==> src/rtl/heli_delay_pkg.sv <==
package heli_delay_pkg;
  localparam int MAX_DEPTH = 128;
  localparam int CODE_W    = 4;
  localparam int TAP_W     = $clog2(MAX_DEPTH + 2);
  localparam int IDX_W     = $clog2(MAX_DEPTH);

  typedef struct packed {
    logic             shift;
    logic [TAP_W-1:0] tap;
    logic             ready;
  } ctlStrobe_t;

  // R2 code to depth in windows
  function automatic logic [TAP_W-1:0] depthOf(input logic [CODE_W-1:0] code);
    int d;
    case (code)
      4'd0:  d = 0;
      4'd1:  d = 1;
      4'd2:  d = 2;
      4'd3:  d = 4;
      4'd4:  d = 8;
      4'd5:  d = 12;
      4'd6:  d = 16;
      4'd7:  d = 24;
      4'd8:  d = 32;
      4'd9:  d = 40;
      4'd10: d = 48;
      4'd11: d = 64;
      4'd12: d = 72;
      4'd13: d = 96;
      4'd14: d = 112;
      default: d = 128;
    endcase
    if (d > MAX_DEPTH) d = MAX_DEPTH;
    return TAP_W'(d);
  endfunction
endpackage

==> src/rtl/heli_delay_ctl.sv <==
module heli_delay_ctl
  import heli_delay_pkg::*;
(
  input  logic              clk,
  input  logic              rstN,
  input  logic              winStrobe,
  input  logic [CODE_W-1:0] delayCode,
  output ctlStrobe_t        ctl
);
  localparam logic [TAP_W-1:0] CNT_SAT = TAP_W'(MAX_DEPTH + 1);

  logic [CODE_W-1:0] activeCode;
  logic [TAP_W-1:0]  fillCnt;
  logic [TAP_W-1:0]  nextCnt;
  logic [TAP_W-1:0]  depth;
  logic              codeChanged;

  always_comb begin
    depth       = depthOf(delayCode);
    codeChanged = (delayCode != activeCode);
    if (codeChanged)
      nextCnt = TAP_W'(1);
    else if (fillCnt >= CNT_SAT)
      nextCnt = CNT_SAT;
    else
      nextCnt = fillCnt + TAP_W'(1);
    ctl.shift = winStrobe;
    ctl.tap   = depth;
    ctl.ready = (nextCnt > depth);
  end

  always_ff @(posedge clk or negedge rstN) begin
    if (!rstN) begin
      activeCode <= '0;
      fillCnt    <= '0;
    end else if (winStrobe) begin
      activeCode <= delayCode;
      fillCnt    <= nextCnt;
    end
  end
endmodule

==> src/rtl/heli_delay_path.sv <==
module heli_delay_path
  import heli_delay_pkg::*;
(
  input  logic       clk,
  input  logic       rstN,
  input  ctlStrobe_t ctl,
  input  logic       helIn,
  output logic       helOut,
  output logic       helValid
);
  logic [MAX_DEPTH-1:0] hist;
  logic [IDX_W-1:0]     tapIdx;
  logic                 tapBit;

  assign tapIdx = IDX_W'(ctl.tap - TAP_W'(1));
  assign tapBit = (ctl.tap == '0) ? helIn : hist[tapIdx];

  always_ff @(posedge clk or negedge rstN) begin
    if (!rstN) begin
      hist     <= '0;
      helOut   <= 1'b0;
      helValid <= 1'b0;
    end else if (ctl.shift) begin
      hist     <= {hist[MAX_DEPTH-2:0], helIn};
      helOut   <= tapBit;
      helValid <= ctl.ready;
    end
  end
endmodule

==> src/rtl/heli_window_delay.sv <==
module heli_window_delay
  import heli_delay_pkg::*;
(
  input  logic              clk,
  input  logic              rstN,
  input  logic              winStrobe,
  input  logic              helIn,
  input  logic [CODE_W-1:0] delayCode,
  output logic              helOut,
  output logic              helValid
);
  ctlStrobe_t ctl;

  heli_delay_ctl uCtl (
    .clk       (clk),
    .rstN      (rstN),
    .winStrobe (winStrobe),
    .delayCode (delayCode),
    .ctl       (ctl)
  );

  heli_delay_path uPath (
    .clk      (clk),
    .rstN     (rstN),
    .ctl      (ctl),
    .helIn    (helIn),
    .helOut   (helOut),
    .helValid (helValid)
  );
endmodule

==> config.mk <==
export PLATFORM = sky130hd
export DESIGN_NAME = heli_window_delay
export DESIGN_NICKNAME = d
export VERILOG_FILES = /design/src/rtl/heli_delay_pkg.sv /design/src/rtl/heli_delay_ctl.sv /design/src/rtl/heli_delay_path.sv /design/src/rtl/heli_window_delay.sv
export SDC_FILE = /design/constraint.sdc
export NUM_CORES = 1
export LEC_CHECK = 0
export ABC_AREA = 0
export CORE_MARGIN = 2
export CORE_UTILIZATION = 50
export DETAILED_ROUTE_END_ITERATION = 8
export PLACE_DENSITY = 0.66
export SKIP_CTS_REPAIR_TIMING = 1
export SYNTH_ARGS = -nofsm -noshare
export SYNTH_HDL_FRONTEND = slang
export SYNTH_SLANG_ARGS = --single-unit
==> constraint.sdc <==
create_clock -name clk -period 3.4 [get_ports clk]
set_clock_uncertainty 0.1 [all_clocks]
set_input_delay 0.85 -clock clk [delete_from_list [all_inputs] [get_ports clk]]
set_output_delay 0.85 -clock clk [all_outputs]
set_load 0.005 [all_outputs]
==> flow_metrics.env, run 1 <==
export IMPL_irDropWorstVdd_v=0.000343
export IMPL_synth_area_leaders="dfrtp_1 47%, mux2_2 21%, mux4_2 7.5%, ha_1 3.2%, mux4_1 2.1%"
export IMPL_hold_viol_final=0
export IMPL_fmax_mhz=276
export IMPL_crit_path_end="uPath.helOut"
export IMPL_design_die_area_um2=16000
export IMPL_worst_setup_path_start_kind="primary input"
export IMPL_final_cell_mix="142 x dfrtp_1, 141 x mux2_2, 65 x buf_4, 30 x nand2_1, 25 x mux4_2"
export IMPL_grt_pass1_vias=5117
export IMPL_clkLatencyLatePin_ns=0.42
export IMPL_failed_checks="negative setup slack"
export IMPL_finalCritPeriodShare_pct=106
export IMPL_cts_root_buf="clkbuf_16"
export IMPL_io_pins=10
export IMPL_rsz0062_at_grt="yes"
export IMPL_start_util_pct=51.5
export IMPL_wirelength_um=15400
export IMPL_period_minus_slack_ns=3.62
export IMPL_crit_reg2reg_launch="uCtl.fillCnt[0]"
export IMPL_synth_edf_count=0
export IMPL_routed_via_density=5.84
export IMPL_clock_sinks=142
export IMPL_status="finished with violations"
export IMPL_relSlewSlack_pct=59.0
export IMPL_netlist_area_um2=7510
export IMPL_place_area_um2=8290
export IMPL_grt_pass1_wl_um=26200
export IMPL_maxSlewViolCount=0
export IMPL_place_hpwl_um=10800
export IMPL_setup_slack_ns=-0.219
export IMPL_synthesis_nets=592
export IMPL_areaGrowthSynthToFinish_pct=20.1
export IMPL_critPathLaunch="delayCode[1]"
export IMPL_cts_path_max_buffers=2
export IMPL_htreeDepth=4
export IMPL_row_count=44
export IMPL_finalNetCount=661
export IMPL_die_y_um=127
export IMPL_whs_ns=0.252
export IMPL_yosysTopAreaCell="dfrtp_1"
export IMPL_synth_distinct_cells=68
export IMPL_yosysWarnings=0
export IMPL_fin_area_um2=9020
export IMPL_cts_tree="built"
export IMPL_cts_buffers=17
export IMPL_diodes=0
export IMPL_avgSynthCellArea_um2=13.3
export IMPL_grt_overflow=0
export IMPL_max_slew_worst_pin_slew_ns=0.616
export IMPL_wl_per_cell_um=18.5
export IMPL_final_common_cell="dfrtp_1"
export IMPL_vias=4853
export IMPL_worstSetupPathType="in2reg"
export IMPL_fin_cells=831
export IMPL_powerDensity_nw_per_um2=510
export IMPL_hp_class="in2async"
export IMPL_arrival_ns=3.81
export IMPL_worstPathRequired_ns=3.59
export IMPL_reg2reg_slack_ns=0.58
export IMPL_postLayoutCoreUtil_pct=61.8
export IMPL_grt_max_degree=69
export IMPL_drt_initial_drc_count=361
export IMPL_ys_seq_elements=142
export IMPL_synth_flop_cell="dfrtp_1"
export IMPL_drc=0
export IMPL_placed_cells=795
export IMPL_worst_path_max_fanout=4
export IMPL_first_pass_iters=4
export IMPL_ant_nets=0
export IMPL_n_fill_cell=1102
export IMPL_synth_seq_area_share_pct=47.3
export IMPL_synthCells=565
export IMPL_leakage_nw=4.23
export IMPL_synth_top_area_share_pct=47.3
export IMPL_finalSetupViolCount=1
export IMPL_reg2reg_depth=15
export IMPL_port_buffers=9
export IMPL_coreArea_um2=14600
export IMPL_cts_clk_slew_worst_paths_ns=0.06
export IMPL_die_width_um=127
export IMPL_final_setup_tns_ns=-0.219
export IMPL_cp_end_kind="flop"
export IMPL_r2r_end="uPath.helValid"
export IMPL_globalplace_congestion=0.844
export IMPL_track_usage_pct=20.9
export IMPL_async_reset_ff_share_pct=100
export IMPL_antenna_found_initial=0
export IMPL_maxCapViolCount=0
export IMPL_drive_gt1_share_pct=46.5
[cell type report]
cell class              count  area (um^2)  share of cell area [%]
multi-input cells         379         3850                    42.8
flip-flops and latches    142         3550                    39.4
repair buffers             82          696                    7.72
clock buffers              18          429                    4.76
well taps                 184          230                    2.55
clock inverters            14          179                    1.98
inverters                  12         73.8                   0.819
[cell families (layout without fill, tap and decap cells)]
kind of cell | after synthesis | count (layout) | share of synthesized area [%]
fa+ha+maj | 19 | 19 | 3.17
xor+xnor | 9 | 9 | 1.05
buf+inv | 44 | 126 | 2.75
compound gates | 64 | 64 | 6.62
mux | 180 | 180 | 31.9
simple gates | 107 | 107 | 7.18
flops | 142 | 142 | 47.3
[synthesized netlist by cell type, types with 3 or more instances]
cell      count
o211ai_1      3
nor3_1        5
mux4_1        6
mux4_2       25
xor2_1        3
nand4_1       3
o221ai_1      3
dfrtp_1     142
nor2b_1       9
nand2_1      30
mux2i_1       5
or3_1         3
mux2_2      143
xnor2_1       6
clkbuf_1     22
ha_1         19
a31oi_1       6
o21ai_0      15
a21oi_1       4
nor2_1       25
nand3_1      14
o21a_1        3
buf_6         3
and3_1        4
inv_1         9
buf_2         3
[stage by stage]
step / setup slack [ns] / total power [mW]
2_1_floorplan: -0.106 / 2.44
4_1_cts: -0.363 / 4.63
3_5_place_dp: -0.803 / 2.71
6_report: -0.219 / 4.60
3_3_place_gp: -0.625 / 2.68
5_1_grt: -0.295 / 4.81
[critical path, stage by stage]
cell	delay [ns]
clkdlybuf4s50_1	0.47
buf_6	0.15
inv_16	0.04
ha_4	0.15
nor3b_4	0.14
buf_4	0.17
inv_6	0.06
ha_4	0.17
inv_4	0.04
buf_4	0.15
a21oi_4	0.16
buf_6	0.13
a31oi_1	0.10
a31oi_2	0.16
buf_4	0.17
mux4_2	0.30
nor2b_4	0.14
a211oi_2	0.18
o41ai_2	0.08
[where the power goes]
| group | total [mW] | switching [mW] | internal, mW |
|---|---|---|---|
| logic | 0.707 | 0.303 | 0.404 |
| clock network | 1.90 | 0.729 | 1.17 |
| registers | 1.99 | 0.143 | 1.85 |
| total | 4.60 | 1.17 | 3.42 |
[how the worst min path moves through the flow]
stage,from,endpoint,slack (ns)
2_1_floorplan,uPath.hist[104],uPath.hist[104],0.37
3_3_place_gp,uPath.hist[106],uPath.hist[107],0.38
3_5_place_dp,uPath.hist[106],uPath.hist[107],0.39
4_1_cts,rstN,uCtl.fillCnt[0],0.26
5_1_grt,rstN,uCtl.fillCnt[0],0.28
6_report,rstN,uCtl.fillCnt[0],0.25
[flip-flops by register name, indices dropped and copies added (netlist names)]
register,cells
uCtl.activeCode,4
uPath.helOut,1
uPath.hist,128
uCtl.fillCnt,8
uPath.helValid,1
[per-layer routing]
metal / track usage [%] / vias up / wire length (um)
met2: 34.5 / 76 / 7690
li1: - / 2259 / -
met1: 27.1 / 2504 / 6960
met5: 0 / - / 0
met4: 7.50 / 0 / 224
met3: 5.06 / 14 / 504
Note: power is estimated with default switching activity, not from simulation.
==> run 2: changes to the inputs <==
--- a/config.mk
+++ b/config.mk
@@ -9,6 +9,7 @@
 export CORE_MARGIN = 2
 export CORE_UTILIZATION = 50
 export DETAILED_ROUTE_END_ITERATION = 8
+export GPL_TIMING_DRIVEN = 0
 export PLACE_DENSITY = 0.66
 export SKIP_CTS_REPAIR_TIMING = 1
 export SYNTH_ARGS = -nofsm -noshare
==> flow_metrics.env, run 2 (synthesis gave the netlist of run 1 again) <==
export IMPL_status="finished with violations"
export IMPL_failed_checks="negative setup slack"
export IMPL_wl_met2_um=7380
export IMPL_cts_path_max_buffers=2
export IMPL_worst_path_max_fanout=10
export IMPL_clkLatencyLatePin_ns=0.42
export IMPL_globalplace_congestion=0.884
export IMPL_hp_class="in2async"
export IMPL_cts_clk_slew_worst_paths_ns=0.06
export IMPL_first_pass_iters=4
export IMPL_multi_input_area_um2=3840
export IMPL_rsz0062_at_grt="yes"
export IMPL_highest_layer="met4"
export IMPL_largest_reg_flops=128
export IMPL_place_hpwl_um=10400
export IMPL_fin_cells=814
export IMPL_crit_reg2reg_launch="uCtl.fillCnt[0]"
export IMPL_final_common_cell="dfrtp_1"
export IMPL_period_minus_slack_ns=3.49
export IMPL_setup_slack_ns=-0.0862
export IMPL_irDropWorstVdd_v=0.000350
export IMPL_wl_met3_um=509
export IMPL_wl_met1_um=6990
export IMPL_design_die_area_um2=16000
export IMPL_cp_end_kind="flop"
export IMPL_port_buffers=9
export IMPL_slowest_stage="mux2_2"
export IMPL_reg2reg_depth=15
export IMPL_max_slew_worst_pin_slew_ns=0.637
export IMPL_grt_pass1_wl_um=25200
export IMPL_drc=0
export IMPL_drive_gt1_share_pct=41.6
export IMPL_worstSetupPathType="in2reg"
export IMPL_n_fill_cell=1151
export IMPL_grt_pass1_vias=4942
export IMPL_top_register="uPath.hist"
export IMPL_powerDensity_nw_per_um2=508
export IMPL_cts_buffers=17
export IMPL_cp_common_cell="buf_12"
export IMPL_wl_per_cell_um=18.6
export IMPL_grt_max_degree=75
export IMPL_cts_root_buf="clkbuf_16"
export IMPL_hold_viol_final=0
export IMPL_regArea_um2=3550
export IMPL_clock_sinks=142
export IMPL_r2r_end="uPath.helValid"
export IMPL_track_usage_pct=20.1
export IMPL_leakage_nw=4.06
export IMPL_finalSetupViolCount=1
export IMPL_drt_initial_drc_count=340
export IMPL_die_width_um=127
export IMPL_reg2reg_slack_ns=0.43
export IMPL_wirelength_um=15100
export IMPL_antenna_found_initial=0
export IMPL_routed_via_density=5.84
export IMPL_htreeDepth=4
export IMPL_largestRegisters="uPath.hist (128), uCtl.fillCnt (8), uCtl.activeCode (4)"
export IMPL_grt_overflow=0
export IMPL_cp_cell_sequence="buf_12 -> inv_16 -> ha_4 -> nor3b_4 -> buf_6 -> inv_8 -> buf_12 -> ha_4 -> inv_6 -> nand3_4 -> nand2_8 -> buf_12 -> mux2_2 -> mux2_4 -> o311a_1 -> a31oi_1 -> o41ai_2"
export IMPL_cts_tree="built"
export IMPL_maxSlewViolCount=0
export IMPL_io_pins=10
export IMPL_die_y_um=127
export IMPL_diodes=0
export IMPL_placed_cells=759
export IMPL_row_count=44
export IMPL_vias=4751
export IMPL_finalNetCount=645
export IMPL_slowest_delay_ns=0.35
export IMPL_worst_setup_path_start_kind="primary input"
export IMPL_final_cell_mix="142 x dfrtp_1, 141 x mux2_2, 30 x nand2_1, 26 x buf_4"
export IMPL_whs_ns=0.329
export IMPL_relSlewSlack_pct=57.5
export IMPL_coreArea_um2=14600
export IMPL_start_util_pct=51.5
export IMPL_ant_nets=0
export IMPL_maxCapViolCount=0
export IMPL_areaGrowthSynthToFinish_pct=17.1
export IMPL_finalCritPeriodShare_pct=103
export IMPL_worstPathRequired_ns=3.59
export IMPL_arrival_ns=3.68
export IMPL_fmax_mhz=287
==> run 2: area by class of cell <==
class | count | area share [%]
plain buffers | 31 | 2.35
clock buffers | 19 | 4.92
flip-flops and latches | 142 | 40.4
repair buffers | 35 | 3.59
inverters | 12 | 0.896
clock inverters | 12 | 1.57
multi-input cells | 379 | 43.7
well taps | 184 | 2.62
==> run 2: worst max-delay path by stage <==
stage / cells after the start / start / endpoint / slack, ns
2_1_floorplan: 14 / delayCode[1] / uPath.helOut / -0.11
5_1_grt: 16 / delayCode[1] / uPath.helOut / -0.18
3_5_place_dp: 16 / delayCode[1] / uPath.helOut / -1.59
4_1_cts: 16 / delayCode[1] / uPath.helOut / -1.16
3_3_place_gp: 1 / rstN / uPath.hist[100] / -3.99
6_report: 17 / delayCode[1] / uPath.helOut / -0.09
==> run 2: power by group <==
| part | switching (mW) | leakage [nW] | internal, mW |
|---|---|---|---|
| clock network | 0.723 | 0.268 | 1.08 |
| registers | 0.129 | 1.92 | 1.85 |
| logic | 0.303 | 1.87 | 0.373 |
==> run 2: metal layers <==
| layer | vias up | GRT usage (%) |
|---|---|---|
| li1 | 2225 | - |
| met1 | 2441 | 27.5 |
| met5 | - | 0 |
| met4 | 0 | 6.08 |
| met3 | 13 | 4.98 |
| met2 | 72 | 31.8 |
==> run 2: through the flow <==
stage / util (%) / area (um^2) / setup slack [ns] / setup TNS, ns / total power, mW
final: 60.3 / 8790 / -0.0862 / -0.0862 / 4.46
after global routing: 60.3 / 8790 / -0.177 / -0.184 / 4.66
after CTS: 58.5 / 8530 / -1.16 / -1.73 / 4.46
after detailed placement: 54.5 / 7960 / -1.59 / -2.56 / 2.65
after global placement: 54.3 / 7930 / -3.99 / -567.55 / 2.62
after floorplan: - / 7610 / -0.106 / -0.106 / 2.44
==> run 2: worst max-delay path: cells and delay by family <==
kind / cells / cell delay [ns]
buffers and inverters: 7 / 0.74
muxes: 2 / 0.64
adders and majority gates: 2 / 0.35
AOI/OAI and AO/OA: 3 / 0.64
and+or+nand+nor: 3 / 0.44
==> run 3: changes to the inputs <==
--- a/config.mk
+++ b/config.mk
@@ -8,6 +8,7 @@
 export ABC_AREA = 0
 export CORE_MARGIN = 2
 export CORE_UTILIZATION = 50
+export CTS_CLUSTER_DIAMETER = 150
 export DETAILED_ROUTE_END_ITERATION = 8
 export GPL_TIMING_DRIVEN = 0
 export PLACE_DENSITY = 0.66
==> results of run 3 <==
Final layout, timing and power as in run 2 (identical DEF).
